File: src/rtl/serShiftPkg.sv
package serShiftPkg;

  typedef enum logic [1:0] {
    SRC_NONE     = 2'b00,
    SRC_TIMER    = 2'b01,
    SRC_EXT_RISE = 2'b10,
    SRC_EXT_FALL = 2'b11
  } srcSel_e;

  typedef struct packed {
    logic shiftStb;
    logic countStb;
    logic latchStb;
  } dpStrobe_t;

endpackage

File: src/rtl/serShiftSync.sv
module serShiftSync #(
  parameter int STAGES = 2
) (
  input  logic clk,
  input  logic rstN,
  input  logic pinIn,
  output logic syncOut
);
  logic [STAGES-1:0] chainQ;

  generate
    for (genvar i = 0; i < STAGES; i++) begin : g_stage
      if (i == 0) begin : g_first
        always_ff @(posedge clk or negedge rstN) begin
          if (!rstN) chainQ[0] <= 1'b0;
          else       chainQ[0] <= pinIn;
        end
      end else begin : g_next
        always_ff @(posedge clk or negedge rstN) begin
          if (!rstN) chainQ[i] <= 1'b0;
          else       chainQ[i] <= chainQ[i-1];
        end
      end
    end
  endgenerate

  assign syncOut = chainQ[STAGES-1];
endmodule

File: src/rtl/serShiftCtrl.sv
module serShiftCtrl
  import serShiftPkg::*;
(
  input  logic      clk,
  input  logic      rstN,
  input  logic      cfgWe,
  input  logic [1:0] cfgSrcSel,
  input  logic      cfgStrobe,
  input  logic      cfgToggle,
  input  logic      tmrMatch,
  input  logic      sckSync,
  input  logic      sdi,
  output dpStrobe_t stb,
  output srcSel_e   modeQ,
  output logic      sdiQ,
  output logic      sckOut
);
  logic    selQ;
  logic    sckPrevQ;
  logic    riseEv;
  logic    fallEv;
  logic    toggleWr;
  srcSel_e effMode;
  logic    effSel;
  logic    extCount;

  assign riseEv   = sckSync & ~sckPrevQ;
  assign fallEv   = ~sckSync & sckPrevQ;
  assign toggleWr = cfgWe & cfgToggle;
  assign effMode  = cfgWe ? srcSel_e'(cfgSrcSel) : modeQ;
  assign effSel   = cfgWe ? cfgStrobe : selQ;
  assign extCount = effSel ? toggleWr : (riseEv | fallEv);

  always_ff @(posedge clk or negedge rstN) begin
    if (!rstN) begin
      modeQ    <= SRC_NONE;
      selQ     <= 1'b0;
      sckPrevQ <= 1'b0;
      sdiQ     <= 1'b0;
      sckOut   <= 1'b0;
    end else begin
      sckPrevQ <= sckSync;
      sdiQ     <= sdi;
      if (cfgWe) begin
        modeQ <= srcSel_e'(cfgSrcSel);
        selQ  <= cfgStrobe;
      end
      if (toggleWr) sckOut <= ~sckOut;
    end
  end

  always_comb begin
    stb = '0;
    unique case (effMode)
      SRC_NONE: begin
        stb.shiftStb = cfgWe & cfgStrobe;
        stb.countStb = cfgWe & cfgStrobe;
      end
      SRC_TIMER: begin
        stb.shiftStb = tmrMatch;
        stb.countStb = tmrMatch;
      end
      SRC_EXT_RISE: begin
        stb.shiftStb = riseEv;
        stb.latchStb = fallEv;
        stb.countStb = extCount;
      end
      SRC_EXT_FALL: begin
        stb.shiftStb = fallEv;
        stb.latchStb = riseEv;
        stb.countStb = extCount;
      end
      default: stb = '0;
    endcase
  end
endmodule

File: src/rtl/serShiftDp.sv
module serShiftDp
  import serShiftPkg::*;
#(
  parameter int DATA_W = 8,
  parameter int CNT_W  = 4
) (
  input  logic              clk,
  input  logic              rstN,
  input  dpStrobe_t         stb,
  input  logic              transparent,
  input  logic              sdiQ,
  input  logic              dataWe,
  input  logic [DATA_W-1:0] dataIn,
  input  logic              cntWe,
  input  logic [CNT_W-1:0]  cntIn,
  input  logic              ovfClr,
  output logic [DATA_W-1:0] dataOut,
  output logic [CNT_W-1:0]  cntOut,
  output logic              ovfFlag,
  output logic              sdo
);
  localparam logic [CNT_W-1:0] CNT_MAX = {CNT_W{1'b1}};

  logic [DATA_W-1:0] shiftQ;
  logic [CNT_W-1:0]  cntQ;
  logic              ovfQ;
  logic              latchQ;
  logic              wrapEv;

  assign wrapEv = stb.countStb & ~cntWe & (cntQ == CNT_MAX);

  always_ff @(posedge clk or negedge rstN) begin
    if (!rstN)             shiftQ <= '0;
    else if (dataWe)       shiftQ <= dataIn;
    else if (stb.shiftStb) shiftQ <= {shiftQ[DATA_W-2:0], sdiQ};
  end

  always_ff @(posedge clk or negedge rstN) begin
    if (!rstN)             cntQ <= '0;
    else if (cntWe)        cntQ <= cntIn;
    else if (stb.countStb) cntQ <= cntQ + 1'b1;
  end

  always_ff @(posedge clk or negedge rstN) begin
    if (!rstN)       ovfQ <= 1'b0;
    else if (wrapEv) ovfQ <= 1'b1;
    else if (ovfClr) ovfQ <= 1'b0;
  end

  always_ff @(posedge clk or negedge rstN) begin
    if (!rstN)             latchQ <= 1'b0;
    else if (stb.latchStb) latchQ <= shiftQ[DATA_W-1];
  end

  assign dataOut = shiftQ;
  assign cntOut  = cntQ;
  assign ovfFlag = ovfQ;
  assign sdo     = transparent ? shiftQ[DATA_W-1] : latchQ;
endmodule

File: src/rtl/serShiftUnit.sv
module serShiftUnit
  import serShiftPkg::*;
#(
  parameter int DATA_W      = 8,
  parameter int CNT_W       = 4,
  parameter int SYNC_STAGES = 2
) (
  input  logic              clk,
  input  logic              rstN,
  input  logic              cfgWe,
  input  logic [1:0]        cfgSrcSel,
  input  logic              cfgStrobe,
  input  logic              cfgToggle,
  input  logic              dataWe,
  input  logic [DATA_W-1:0] dataIn,
  input  logic              cntWe,
  input  logic [CNT_W-1:0]  cntIn,
  input  logic              ovfClr,
  input  logic              tmrMatch,
  input  logic              sckIn,
  input  logic              sdi,
  output logic [DATA_W-1:0] dataOut,
  output logic [CNT_W-1:0]  cntOut,
  output logic              ovfFlag,
  output logic              sckOut,
  output logic              sdo
);
  dpStrobe_t stb;
  srcSel_e   modeQ;
  logic      sdiQ;
  logic      sckSync;

  serShiftSync #(.STAGES(SYNC_STAGES)) sync_i (
    .clk(clk), .rstN(rstN), .pinIn(sckIn), .syncOut(sckSync)
  );

  serShiftCtrl ctrl_i (
    .clk(clk), .rstN(rstN), .cfgWe(cfgWe), .cfgSrcSel(cfgSrcSel),
    .cfgStrobe(cfgStrobe), .cfgToggle(cfgToggle), .tmrMatch(tmrMatch),
    .sckSync(sckSync), .sdi(sdi), .stb(stb), .modeQ(modeQ),
    .sdiQ(sdiQ), .sckOut(sckOut)
  );

  serShiftDp #(.DATA_W(DATA_W), .CNT_W(CNT_W)) dp_i (
    .clk(clk), .rstN(rstN), .stb(stb), .transparent(~modeQ[1]),
    .sdiQ(sdiQ), .dataWe(dataWe), .dataIn(dataIn), .cntWe(cntWe),
    .cntIn(cntIn), .ovfClr(ovfClr), .dataOut(dataOut), .cntOut(cntOut),
    .ovfFlag(ovfFlag), .sdo(sdo)
  );
endmodule

File: config.mk
export PLATFORM = sky130hd
export DESIGN_NAME = serShiftUnit
export DESIGN_NICKNAME = d
export VERILOG_FILES = /design/src/rtl/serShiftPkg.sv /design/src/rtl/serShiftSync.sv /design/src/rtl/serShiftCtrl.sv /design/src/rtl/serShiftDp.sv /design/src/rtl/serShiftUnit.sv
export SDC_FILE = /design/constraint.sdc
export NUM_CORES = 1
export LEC_CHECK = 0
export BUFFER_PORTS_ARGS = -buffer_cell sky130_fd_sc_hd__buf_4
export CAP_MARGIN = 20
export CELL_PAD_IN_SITES_DETAIL_PLACEMENT = 1
export CELL_PAD_IN_SITES_GLOBAL_PLACEMENT = 1
export CORE_MARGIN = 2
export CORE_UTILIZATION = 38
export DETAILED_ROUTE_END_ITERATION = 8
export PLACE_DENSITY = 0.75
export SYNTH_ARGS = -nofsm -noshare
export SYNTH_HDL_FRONTEND = slang
export SYNTH_SLANG_ARGS = --single-unit
File: constraint.sdc
create_clock -name clk -period 2.5 [get_ports clk]
set_input_delay 0.625 -clock clk [delete_from_list [all_inputs] [get_ports clk]]
set_output_delay 0.625 -clock clk [all_outputs]
set_load 0.05 [all_outputs]
# Word level (Yosys, flattened, before mapping)
# Index checks and enable logic that the tools add are counted.
dict set report totals {
  ff_bits 22
  latchBits 0
  ram_bits 0
  rom_bits 0
  input_bits 25
  output_inout_bits 15
  elab_cells 43
  n_memories 0
}
dict set report classes {
  addsub 1
  multipliers 0
  n_div 0
  magnitude_cmp 0
  eq_ne 4
  shifts 0
  muxes 12
  n_bitwise 11
  reduce_logical 4
}
# cell n
set ops {}
lappend ops {{8-bit two-way mux} 2}
lappend ops {{4-bit two-way mux} 2}
lappend ops {{2-bit case mux with 4 select lines} 1}
lappend ops {{1-bit bitwise AND} 6}
lappend ops {{2-bit nonzero test} 3}
lappend ops {{1-bit two-way mux} 5}
lappend ops {{4-bit by 1-bit adder with 4-bit output (second input constant)} 1}
lappend ops {{2-bit == test (second input constant)} 2}
lappend ops {{4-bit == test (second input constant)} 1}
lappend ops {{1-bit inverter} 4}
lappend ops {{2-bit by 1-bit == test with 1-bit output (second input constant)} 1}
lappend ops {{2-bit zero test} 1}
lappend ops {{2-bit two-way mux} 1}
lappend ops {{1-bit case mux with 2 select lines} 1}
lappend ops {{1-bit OR} 1}

# Depth between registers and ports, before layout
dict set report depth {
  depth_word 8
  ltp_mapped 6
  ltp_nobuf 6
}

# Cells and area by module
# A second synthesis with hierarchy kept.
dict set report unflattened {
  cells_unflattened 95
  area_unflattened_um2 1066.0
}
# mod instances cells_each area_per_inst_um2 seq_area_each_um2
set by_module_without_submodules {}
lappend by_module_without_submodules {serShiftDp 1 59 654.4 350.3}
lappend by_module_without_submodules {serShiftCtrl 1 33 357.8 150.1}
lappend by_module_without_submodules {serShiftSync 1 2 50.0 50.0}
lappend by_module_without_submodules {serShiftUnit 1 1 3.8 0.0}

# Worst setup path after synthesis
# Ideal clock, no wire load.
dict set report synth_path {
  kind {input to register}
  from {input cfgWe}
  to {register dp_i.shiftQ[0] (netlist: dp_i.dataOut[0])}
  setup_ns 0.125
  t_arrival_ns 1.933
  required_time_ns 2.375
  path_slack_ns 0.442
  cell_stages 5
  path_buffers 1
  cell_sequence {mux2_4 a311o_1 a221o_1 buf_6 mux2_4}
}
dict set report synth_between {
  elab_chain_len 4
  elab_cells_between_ends 8
  classes_between {eq/ne (3); mux (2); bitwise (1); reduce/logical (2)}
}
# element line_no
set synth_lines {}
lappend synth_lines {{start: declaration} serShiftUnit.sv:10} ;# input logic cfgWe,
lappend synth_lines {{2-bit two-way mux} serShiftCtrl.sv:30} ;# assign effMode = cfgWe ? srcSel_e'(cfgSrcSel) : modeQ;
lappend synth_lines {{2-bit == test, or another cell as far along} serShiftCtrl.sv:54} ;# unique case (effMode)
lappend synth_lines {{2-bit case mux with 4 select lines (*)} serShiftCtrl.sv:54}
lappend synth_lines {{2-bit nonzero test (no line) (*)} --}
lappend synth_lines {{end signal: assignment} serShiftDp.sv:34} ;# else if (dataWe) shiftQ <= dataIn;
lappend synth_lines {{end signal: assignment} serShiftDp.sv:35} ;# else if (stb.shiftStb) shiftQ <= {shiftQ[DATA_W-2:0], sdiQ};
lappend synth_lines {{end: declaration} serShiftDp.sv:24} ;# logic [DATA_W-1:0] shiftQ;
# Mark *: on every way between the ends. The rest lies on a longest branch, timed or not.
# A chain may end at the register's enable or synchronous reset.

# Worst setup path after layout
dict set report layout_path {
  from {input cfgWe}
  to {register dp_i.shiftQ[0] (netlist: dp_i.dataOut[0])}
}
dict set report layout_between {
  elab_chain_len 4
  elab_cells_between_ends 8
  classes_between {eq/ne (3); mux (2); bitwise (1); reduce/logical (2)}
}
# element line_no
set layout_lines {}
lappend layout_lines {{2-bit two-way mux (*)} serShiftCtrl.sv:30}
lappend layout_lines {{named net ctrl_i.effMode[0]} serShiftCtrl.sv:23} ;# srcSel_e effMode;
lappend layout_lines {{2-bit == test, or another cell as far along} serShiftCtrl.sv:54}
lappend layout_lines {{2-bit case mux with 4 select lines (*)} serShiftCtrl.sv:54}
lappend layout_lines {{2-bit nonzero test (no line) (*)} --}
# The timed path passes the listed nets; every way through them passes the cells marked *.

==> key figures <==
Worst setup path
  – Setup CP Type: primary input to flip-flop
  – Crit path launch type: primary input
  – Critical Path RT: 2.70 ns
  – Critical Path, Cell by Cell: buf_4 -> mux2_4 -> a311o_1 -> a221o_1 -> mux2_4
  – Critical path depth in cells: 5
  – Delay of the slowest critical-path stage: 0.47 ns
  – Max stage delay cell, worst path: a221o_1
  – CP arrival: 2.29 ns
  – Critical path fanouts, max: 12
  – Worst reg2reg path depth: 4
  – Buf/Inv on CP: 1
  – Crit path top cell by count: mux2_4
  – Crit. End Element: flip-flop
  – Kind of cell adding the most delay to the critical path: compound AO/OA/AOI/OAI gates

Final layout
  – Area growth, synth to finish: 31.7%
  – Share of cells above drive strength 1: 45.8%
  – Finished Cell Area: 1600 um^2
  – Fin util: 52.3%
  – Ant diodes: 0
  – Footprint of the multi-input gates: 618 um^2
  – Final Non-Filler Cells: 186
  – Final-layout fill cell count: 362
  – Nets: 171
  – Register area: 551 um^2

STA
  – Crit path time final: 2.09 ns
  – Max_slew headroom: 65.7%
  – Crit share post-route: 83.6%
  – Hold_ws: 0.157 ns
  – Setup ws final: 0.409 ns
  – Clock skew: 0.0239 ns
  – Fmax: 478 MHz
  – Final Hold Fails: 0
  – RSZ-0062 raised after global routing: false
  – Setup-failing EPs final: 0
  – Slew @ Worst Pin: 0.514 ns
  – Slew Limit Fails: 0
  – TNS Setup: 0 ns

Floorplan
  – Io pins: 40
  – Core area: 3050 um^2
  – Die Ht: 60.5 um
  – Row count: 20
  – Initial cell density of the core: 39.7%
  – Chip width: 60.5 um
  – Die Footprint: 3650 um^2

Clocking
  – Hold_buf cts: 0
  – Post-CTS Repair Setup Buffers: 0
  – CTS Buf Count: 3
  – Register clock-pin slew on the reported worst setup and hold paths: 0.15 ns
  – Worst skew pair latency: 0.32 ns
  – CTS tree: yes
  – CTS root buf: clkbuf_4
  – Post_cts resized: 0
  – # H-tree levels: 1
  – Clock Sinks: 22
  – Clk buf depth: 2

GRT
  – Largest net degree at the start of global routing: 23
  – Overflow left after global routing: 0
  – First-pass GRT wire length: 4670 um
  – Initial antenna violation count: 0
  – Overall Global Routing Usage: 17.3%
  – Vias in the first global route: 1,022

Power
  – Final Power: 1.29 mW
  – PwrDens: 809 nW/um^2
  – LEAKAGE: 0.767 nW
  – Max VDD drop: 471 uV

Synthesis
  – Yosys top cell area share: 45.5%
  – Main synth FF type: dfrtp_1
  – Netlist Area Pre-Place: 1210 um^2
  – Number of synthesized flops with an enable pin: 0
  – Synthesized flop and latch total: 22
  – Synth area leaders: dfrtp_1 (45%), mux2_4 (11%), mux2_2 (10%), nor2b_1 (3.6%), ha_1 (3.1%)
  – Post-synth cell types: 35
  – Syn_nets: 130
  – Ys async rst share: 100%
  – Synth area leader: dfrtp_1
  – Sequential share of the synthesized area: 45.5%
  – Syn Area/Cell: 11.9 um^2
  – Post-Syn Instances: 102
  – Ys Warns: 0

Drt
  – Number of remaining DRC errors: 0
  – Initial drt markers: 44
  – Vias per cell: 5.23
  – Detailed Route WL: 2790 um
  – Avg WL per Cell: 15.0 um
  – Drt pass-1 iters: 4
  – Via count of the routed design: 973
  – Routed Antenna Nets: 0

Worst hold path
  – Hold Crit Class: primary input to asynchronous set/reset pin

Placed design
  – GPL Wtd Cong: 0.861
  – I/O Buffers: 39
  – Cell Area, Placed: 1540 um^2
  – Dpl cells: 182
  – DP Worst Slack: 0.0725 ns
  – Final HPWL DP: 2060 um

Outcome
  – Status: complete, no violations

Run
  – Max-cap violation count: 0
state kept, by name, indices dropped and copies added (netlist names):
signal           flops
dp_i.ovfFlag         1
ctrl_i.sckOut        1
dp_i.cntOut          4
dp_i.dataOut         8
sync_i.chainQ        1
dp_i.latchQ          1
sync_i.syncOut       1
ctrl_i.selQ          1
ctrl_i.sckPrevQ      1
ctrl_i.sdiQ          1
ctrl_i.modeQ         2
area by class of cell:
cell class                 count  share of cell area [%]
timing repair buffer          40                    18.8
tap                           44                    3.45
inverter                       5                    1.18
clock inverter                 1                    1.88
clock buffer                   3                    1.41
multi-input combinational     71                    38.7
sequential                    22                    34.5
synthesized netlist by cell type, types with 2 or more instances:
library cell	count
nor2b_1	7
o21ai_0	3
inv_1	5
a221o_1	3
ha_1	3
mux2_2	11
o211ai_1	2
mux2i_1	2
nand3_1	5
nor4_1	2
mux2_4	9
nor2_1	2
dfrtp_1	22
nand2_1	5
placed cells by master, fill, tap and decap left out, types with 2 or more instances in the layout:
cell and n:
buf_4 40, o211ai_1 2, nor2b_1 7, mux2_4 9, o21ai_0 3, nor2_1 2, dfrtp_1 22, a221o_1 3
mux2_2 11, ha_1 3, nor4_1 2, nand3_1 5, inv_1 5, mux2i_1 2, clkbuf_4 3, nand2_1 5
worst reg2reg max path, delay by kind of cell, from the launching register on:
| kind | cells | cell delay [ns] |
|---|---|---|
| flops | 1 | 0.42 |
| mux | 2 | 0.68 |
| compound gates | 2 | 0.79 |
per-layer routing:
metal	wire (um)	track usage, %
met1	1260	21.8
met4	13	2.80
met5	0	0
met2	1370	30.6
met3	151	4.48
path summary, 6_finish.rpt:
kind	start	endpoint	slack [ns]
min in group clk	sync_i.chainQ[0]	sync_i.syncOut	0.36
hold reg to reg	sync_i.chainQ[0]	sync_i.syncOut	0.36
setup / recovery	cfgWe	dp_i.dataOut[0]	0.41
setup reg to reg	ctrl_i.modeQ[0]	dp_i.dataOut[0]	0.51
hold / removal	rstN	ctrl_i.sckOut	0.16
max in group asynchronous	rstN	dp_i.dataOut[0]	2.09
cell families (layout without fill, tap and decap cells):
family | Yosys count | after routing | share of synthesized area [%]
fa+ha+maj | 3 | 3 | 3.10
mux | 22 | 22 | 23.0
buf+inv | 9 | 49 | 3.51
simple gates | 27 | 27 | 12.3
xor+xnor | 1 | 1 | 0.723
compound gates | 18 | 18 | 11.9
flops | 22 | 22 | 45.5
report_power, final:
part	internal, mW	switching (mW)	total, mW
Sequential	0.422	0.0587	0.480
Clock	0.162	0.117	0.279
Combinational	0.216	0.316	0.532
Power figures use the tool's default switching activity.
